[src/rtl/divstep_pkg.sv]
package divstep_pkg;

   typedef enum logic [2:0] {
      ST_IDLE  = 3'd0,
      ST_CHECK = 3'd1,
      ST_SHIFT = 3'd2,
      ST_SUB   = 3'd3,
      ST_FINAL = 3'd4,
      ST_DONE  = 3'd5
   } dstate_e;

   localparam int SUB_COMPLEMENT_ADD = 0;
   localparam int SUB_DIRECT_COMPARE = 1;

endpackage

[src/rtl/divstep_range_check.sv]
module divstep_range_check #(
   parameter int QW = 16
) (
   input  logic [QW-1:0] hi_word,
   input  logic [QW-1:0] dvr,
   output logic          too_big
);
   generate
      if (QW < 2) begin : g_bad_width
         $error("divstep_range_check: QW must be at least 2");
      end
   endgenerate

   // Quotient fits in QW bits only when the high word is below the divisor;
   // a zero divisor therefore always trips this.
   always_comb begin
      too_big = (hi_word >= dvr);
   end
endmodule

[src/rtl/divstep_cond_sub.sv]
module divstep_cond_sub #(
   parameter int QW        = 16,
   parameter int SUB_STYLE = 0
) (
   input  logic [QW:0]   prem,
   input  logic [QW-1:0] dvr,
   output logic          take,
   output logic [QW-1:0] diff
);
   import divstep_pkg::*;

   generate
      if (SUB_STYLE != SUB_COMPLEMENT_ADD && SUB_STYLE != SUB_DIRECT_COMPARE) begin : g_bad_style
         $error("divstep_cond_sub: unknown SUB_STYLE");
      end

      if (SUB_STYLE == SUB_COMPLEMENT_ADD) begin : g_cadd
         logic [QW:0] sum;
         always_comb begin
            // low word plus inverted divisor plus one; the extra top bit of
            // the partial remainder counts as an extra carry
            sum  = {1'b0, prem[QW-1:0]} + {1'b0, ~dvr} + {{QW{1'b0}}, 1'b1};
            take = sum[QW] | prem[QW];
            diff = sum[QW-1:0];
         end
      end else begin : g_cmp
         logic [QW:0] wide;
         always_comb begin
            wide = prem - {1'b0, dvr};
            take = (prem >= {1'b0, dvr});
            diff = wide[QW-1:0];
         end
      end
   endgenerate
endmodule

[src/rtl/divstep_seq.sv]
module divstep_seq #(
   parameter int QW = 16,
   localparam int CW = (QW > 2) ? $clog2(QW) : 1
) (
   input  logic                    clk,
   input  logic                    rst_n,
   input  logic                    start,
   input  logic                    too_big,
   output divstep_pkg::dstate_e    state,
   output logic [CW-1:0]           steps_left,
   output logic                    accept
);
   import divstep_pkg::*;

   localparam logic [CW-1:0] LAST_STEP = CW'(QW - 1);

   always_comb begin
      accept = start && (state == ST_IDLE || state == ST_DONE);
   end

   always_ff @(posedge clk or negedge rst_n) begin
      if (!rst_n) begin
         state      <= ST_IDLE;
         steps_left <= '0;
      end else if (accept) begin
         state <= ST_CHECK;
      end else begin
         unique case (state)
            ST_CHECK: begin
               steps_left <= LAST_STEP;
               state      <= too_big ? ST_DONE : ST_SHIFT;
            end
            ST_SHIFT: state <= ST_SUB;
            ST_SUB: begin
               if (steps_left == '0) begin
                  state <= ST_FINAL;
               end else begin
                  steps_left <= steps_left - 1'b1;
                  state      <= ST_SHIFT;
               end
            end
            ST_FINAL: state <= ST_DONE;
            ST_DONE:  state <= ST_IDLE;
            default:  state <= ST_IDLE;
         endcase
      end
   end

   // completion is a single-cycle event
   assert_done_pulse_R5: assert property (@(posedge clk) disable iff (!rst_n)
      (state == ST_DONE) |=> (state != ST_DONE));

   // the shift half of a bit never consumes a step
   assert_step_hold_R4: assert property (@(posedge clk) disable iff (!rst_n)
      (state == ST_SHIFT) |=> (steps_left == $past(steps_left)));

   // an out-of-range pair goes straight to completion
   assert_early_exit_R3: assert property (@(posedge clk) disable iff (!rst_n)
      (state == ST_CHECK && too_big) |=> (state == ST_DONE));

   // a request while busy never restarts the range check
   assert_busy_ignore_R6: assert property (@(posedge clk) disable iff (!rst_n)
      (start && state != ST_IDLE && state != ST_DONE) |=> (state != ST_CHECK));
endmodule

[src/rtl/divstep_unit.sv]
module divstep_unit #(
   parameter int QW        = 16,
   parameter int SUB_STYLE = 0,
   localparam int DW = 2 * QW,
   localparam int CW = (QW > 2) ? $clog2(QW) : 1
) (
   input  logic          clk,
   input  logic          rst_n,
   input  logic          start,
   input  logic [DW-1:0] dividend,
   input  logic [QW-1:0] divisor,
   output logic [QW-1:0] quotient,
   output logic [QW-1:0] remainder,
   output logic          overflow,
   output logic          done
);
   import divstep_pkg::*;

   generate
      if (QW < 2) begin : g_bad_width
         $error("divstep_unit: QW must be at least 2");
      end
   endgenerate

   dstate_e       state;
   logic [CW-1:0] steps_left;
   logic          accept;
   logic          too_big;
   logic          take;
   logic [QW-1:0] diff;

   logic [QW:0]   prem;     // partial remainder with one guard bit
   logic [QW-1:0] low_q;    // low dividend word, becomes the quotient
   logic [QW-1:0] dvr_q;
   logic          link;
   logic          ovf_q;

   divstep_seq #(.QW(QW)) u_seq (
      .clk        (clk),
      .rst_n      (rst_n),
      .start      (start),
      .too_big    (too_big),
      .state      (state),
      .steps_left (steps_left),
      .accept     (accept)
   );

   divstep_range_check #(.QW(QW)) u_range (
      .hi_word (prem[QW-1:0]),
      .dvr     (dvr_q),
      .too_big (too_big)
   );

   divstep_cond_sub #(.QW(QW), .SUB_STYLE(SUB_STYLE)) u_sub (
      .prem (prem),
      .dvr  (dvr_q),
      .take (take),
      .diff (diff)
   );

   always_ff @(posedge clk or negedge rst_n) begin
      if (!rst_n) begin
         prem  <= '0;
         low_q <= '0;
         dvr_q <= '0;
         link  <= 1'b0;
         ovf_q <= 1'b0;
      end else if (accept) begin
         prem  <= {1'b0, dividend[DW-1:QW]};
         low_q <= dividend[QW-1:0];
         dvr_q <= divisor;
         link  <= 1'b0;
         ovf_q <= 1'b0;
      end else begin
         unique case (state)
            ST_CHECK: begin
               link <= 1'b0;
               if (too_big) begin
                  ovf_q <= 1'b1;
                  prem  <= '0;
                  low_q <= '0;
               end
            end
            ST_SHIFT: begin
               prem  <= {prem[QW-1:0], low_q[QW-1]};
               low_q <= {low_q[QW-2:0], link};
            end
            ST_SUB: begin
               link <= take;
               if (take) begin
                  prem <= {1'b0, diff};
               end
            end
            ST_FINAL: begin
               low_q <= {low_q[QW-2:0], link};
            end
            default: ;
         endcase
      end
   end

   always_comb begin
      quotient  = low_q;
      remainder = prem[QW-1:0];
      overflow  = ovf_q;
      done      = (state == ST_DONE);
   end

   // the latched quotient bit matches a full-width comparison
   assert_link_bit_R8: assert property (@(posedge clk) disable iff (!rst_n)
      (state == ST_SUB) |=> (link == ($past(prem) >= {1'b0, $past(dvr_q)})));

   // a good result always leaves a remainder below the divisor
   assert_rem_below_R2: assert property (@(posedge clk) disable iff (!rst_n)
      (done && !overflow) |-> (remainder < dvr_q));

   // an overflow result carries zeroed data words
   assert_no_overflow_data_R3: assert property (@(posedge clk) disable iff (!rst_n)
      (done && overflow) |-> (quotient == '0 && remainder == '0));

   // data stays put from completion until a new request
   assert_hold_after_done_R5: assert property (@(posedge clk) disable iff (!rst_n)
      (state == ST_IDLE && !start) |=> ($stable(quotient) && $stable(remainder) && $stable(overflow)));
endmodule

[config.mk]
export PLATFORM = sky130hd
export DESIGN_NAME = divstep_unit
export DESIGN_NICKNAME = d
export VERILOG_FILES = /design/src/rtl/divstep_pkg.sv /design/src/rtl/divstep_range_check.sv /design/src/rtl/divstep_cond_sub.sv /design/src/rtl/divstep_seq.sv /design/src/rtl/divstep_unit.sv
export SDC_FILE = /design/constraint.sdc
export NUM_CORES = 1
export LEC_CHECK = 0
export ABC_AREA = 1
export ABC_CLOCK_PERIOD_IN_PS = 4900
export BUFFER_PORTS_ARGS = -buffer_cell sky130_fd_sc_hd__buf_2
export CAP_MARGIN = 10
export CORE_UTILIZATION = 62
export DETAILED_ROUTE_END_ITERATION = 10
export PLACE_DENSITY = 0.87
export SLEW_MARGIN = 0
export SYNTH_ARGS = -nofsm -noshare
export SYNTH_HDL_FRONTEND = slang
export SYNTH_HIERARCHICAL = 1
export SYNTH_SLANG_ARGS = --single-unit
[constraint.sdc]
create_clock -name clk -period 4.9 [get_ports clk]
set_clock_uncertainty 0.1 [all_clocks]
set_input_delay 0.98 -clock clk [delete_from_list [all_inputs] [get_ports clk]]
set_output_delay 0.98 -clock clk [all_outputs]
set_load 0.02 [all_outputs]
==> summary.txt <==
Tot GR Track Use -> 0.313
Yosys warnings -> 6
DR iter-0 viols -> 258
Syn Nets -> 804
Required @ worst endpoint -> 5.08 ns
TritonCTS clock tree -> built
Maximum clock path buffer count -> 2
Post-CTS Resized -> 0
Synth Area per Inst -> 6.56 um^2
Yosys cell types -> 36
Dpl ws -> 1.98 ns
#FFs+latches synth -> 58
Worst reg2reg startpoint -> prem[0]
Hold Path End -> overflow
CTS Buf Count -> 9
Max-cap viol count -> 0
Final HPWL DP -> 8480 um
Clock Latency Late Sink -> 0.35 ns
R2R depth -> 16
DR vias -> 4759
Crit path time final -> 2.95 ns
Lkg Pwr -> 3.14 nW
Drt pass-1 iters -> 5
Worst-Margin Slew -> 0.886 ns
Final ANT Viol Nets -> 0
Peak supply drop -> 690 uV
Final period util -> 0.602
Postcts setup bufs -> 0
Min-delay src -> overflow
Syn-to-layout area delta -> 11.6%
Register area share after synthesis -> 0.308
Worst setup SP type -> flop
Slew HR -> 0.408
Max Fclk -> 0.339 GHz
CP delay by family, top -> simple AND/OR/NAND/NOR gates
Critical Path Most Common Cell -> nand2_1
Vias in the first global route -> 4372
H-tree levels -> 3
Reg-to-reg setup timing slack -> 1.95 ns
Core area -> 0.00729 mm^2
CP max-delay cell -> nor2_4
Worst Hold Class -> flop to flop
Root buffer cell -> clkbuf_8
RSZ-0062 raised after global routing -> no
Layout cells sized above 1 -> 0.186
Setup TNS Final -> 0 ns
Clk sinks -> 58
Final Slew Violations -> 0
Overall Power -> 0.00416 W
Initial antenna violation count -> 0
Clock transition at the registers of the reported paths -> 0.07 ns
Arr. time, crit path -> 3.13 ns
CTS Hold Bufs -> 0
Post-Synthesis Cell Area -> 0.00472 mm^2
Via-per-instance ratio -> 5.38
Largest net degree at the start of global routing -> 59
Setup slack after layout -> 1.95 ns
Syn Inst Count -> 719
GP Congestion -> 0.914
Worst hold path depth -> 2
Die area -> 0.00796 mm^2
WL/cell -> 13.2 um
Overflow after GRT -> 0
Crit path buf inv count -> 2
Status -> complete, no violations
ANT cells -> 0
Final Hold Viols -> 0
IO buf count -> 84
First-pass GRT wire length -> 19200 um
Initial Utilization -> 0.647
Die width -> 89.2 um
Power per standard cell area -> 790 mW/mm^2
Die Ht -> 89.2 um
DRC -> 0
FP Rows -> 31
Worst Setup Path Type -> flop to flop
Final setup violation count -> 0
Final wirelength -> 11700 um
Capture point of the worst reg-to-reg path -> prem[12]
CP Capture Type -> flop
CP Max Fanout -> 16
Final nets -> 866
Critical path, cell by cell -> inv_1, ha_1, fa_1, inv_1, nand3_1, nand3_1, nand2_1, nand2_1, nand3b_1, nand3_1, nor2_1, nand2_4, nand2_2, nor2_4, nand2_1, nand2_1
I/O pin total -> 85
Crit path largest cell delay -> 0.45 ns
Final core occ -> 0.722
-- how the worst max path moves through the flow --
| stage | from | endpoint | slack (ns) | cells past startpoint |
|---|---|---|---|---|
| 3_3_place_gp | start | prem[9] | 2.07 | 10 |
| 2_1_floorplan | prem[0] | prem[1] | 2.56 | 17 |
| 5_1_grt | prem[0] | prem[12] | 1.77 | 16 |
| 6_report | prem[0] | prem[12] | 1.95 | 16 |
| 4_1_cts | prem[0] | prem[12] | 2.00 | 16 |
| 3_5_place_dp | start | prem[12] | 1.98 | 10 |
-- cells in the mapped netlist (all sizes together) --
cell type	instances	area share
a21oi	19	0.021
buf	31	0.047
clkbuf	4	0.0032
clkinv	2	0.0019
dfrtp	58	0.31
fa	1	0.0042
ha	33	0.088
inv	114	0.091
nand2	295	0.25
nand3	93	0.11
nand3b	1	0.0016
nand4	4	0.0053
nor2	28	0.027
nor3	4	0.0074
o211ai	1	0.0016
o21a	1	0.0016
o21ai	21	0.023
or2	2	0.0027
xnor2	2	0.0037
xor2	5	0.0093
-- routing by layer --
| metal | up-vias | routed length [um] | global-route usage |
|---|---|---|---|
| li1 | 2329 | - | - |
| met1 | 2185 | 4950 | 0.405 |
| met4 | 0 | 250 | 0.123 |
| met5 | - | 0 | 0 |
| met2 | 220 | 5650 | 0.534 |
| met3 | 25 | 820 | 0.0397 |
-- registers in the layout, summed over array words and instances, names as in the netlist --
register          count
prem                 17
dvr_q                16
quotient             16
u_seq/steps_left      4
u_seq/state           3
link                  1
overflow              1
-- tightest hold or removal path: stages, from the launching register on --
cell and delay [ns]:
dfrtp_1 0.35, a21oi_1 0.04, nor2_1 0.07
-- logic make-up (layout without fill, tap and decap cells) --
| family | Yosys count | count (layout) | share of synthesized area |
|---|---|---|---|
| and+or+nand+nor | 427 | 427 | 0.397 |
| adders and majority gates | 34 | 34 | 0.0918 |
| xor gates and xnor gates | 7 | 7 | 0.0130 |
| buffers and inverters | 151 | 218 | 0.143 |
| AOI/OAI and AO/OA | 42 | 42 | 0.0472 |
| DFF | 58 | 58 | 0.308 |
-- power breakdown --
group	switching, W	leakage [nW]	total [W]	internal [W]
clock network	0.000208	0.109	0.000509	0.000301
registers	0.000225	0.736	0.000921	0.000697
logic	0.00184	2.29	0.00273	0.000888
total	0.00227	3.14	0.00416	0.00189
-- cells in the final DEF, fill, tap and decap left out, drive strengths merged --
master and n:
nand4 4, a21oi 19, nand3b 1, xor2 5, o21ai 21, nand3 93
ha 33, bufinv 2, clkbuf 10, inv 115, o21a 1, nor2 28
clkinvlp 2, buf 86, o211ai 1, dfrtp 58, or2 2, nor3 4
clkinv 3, nand2 295, xnor2 2, fa 1
-- area by class of cell --
| class | instances | area [um^2] |
|---|---|---|
| clock buffers | 10 | 138 |
| repair buffers | 86 | 435 |
| well taps | 99 | 124 |
| clock inverters | 6 | 88.8 |
| inverters | 116 | 437 |
| multi-input cells | 510 | 2590 |
| fillers | 640 | 2030 |
| flip-flops and latches | 58 | 1450 |
-- per-stage QoR --
stage | hold WS, ns | std cells | instance area (um^2)
2_1_floorplan | 0.342 | 719 | 4720
3_3_place_gp | 0.356 | 869 | 5040
3_5_place_dp | 0.389 | 869 | 5040
4_1_cts | 0.407 | 885 | 5260
5_1_grt | 0.423 | 885 | 5260
6_report | 0.404 | 885 | 5260
Power figures use the tool's default switching activity.
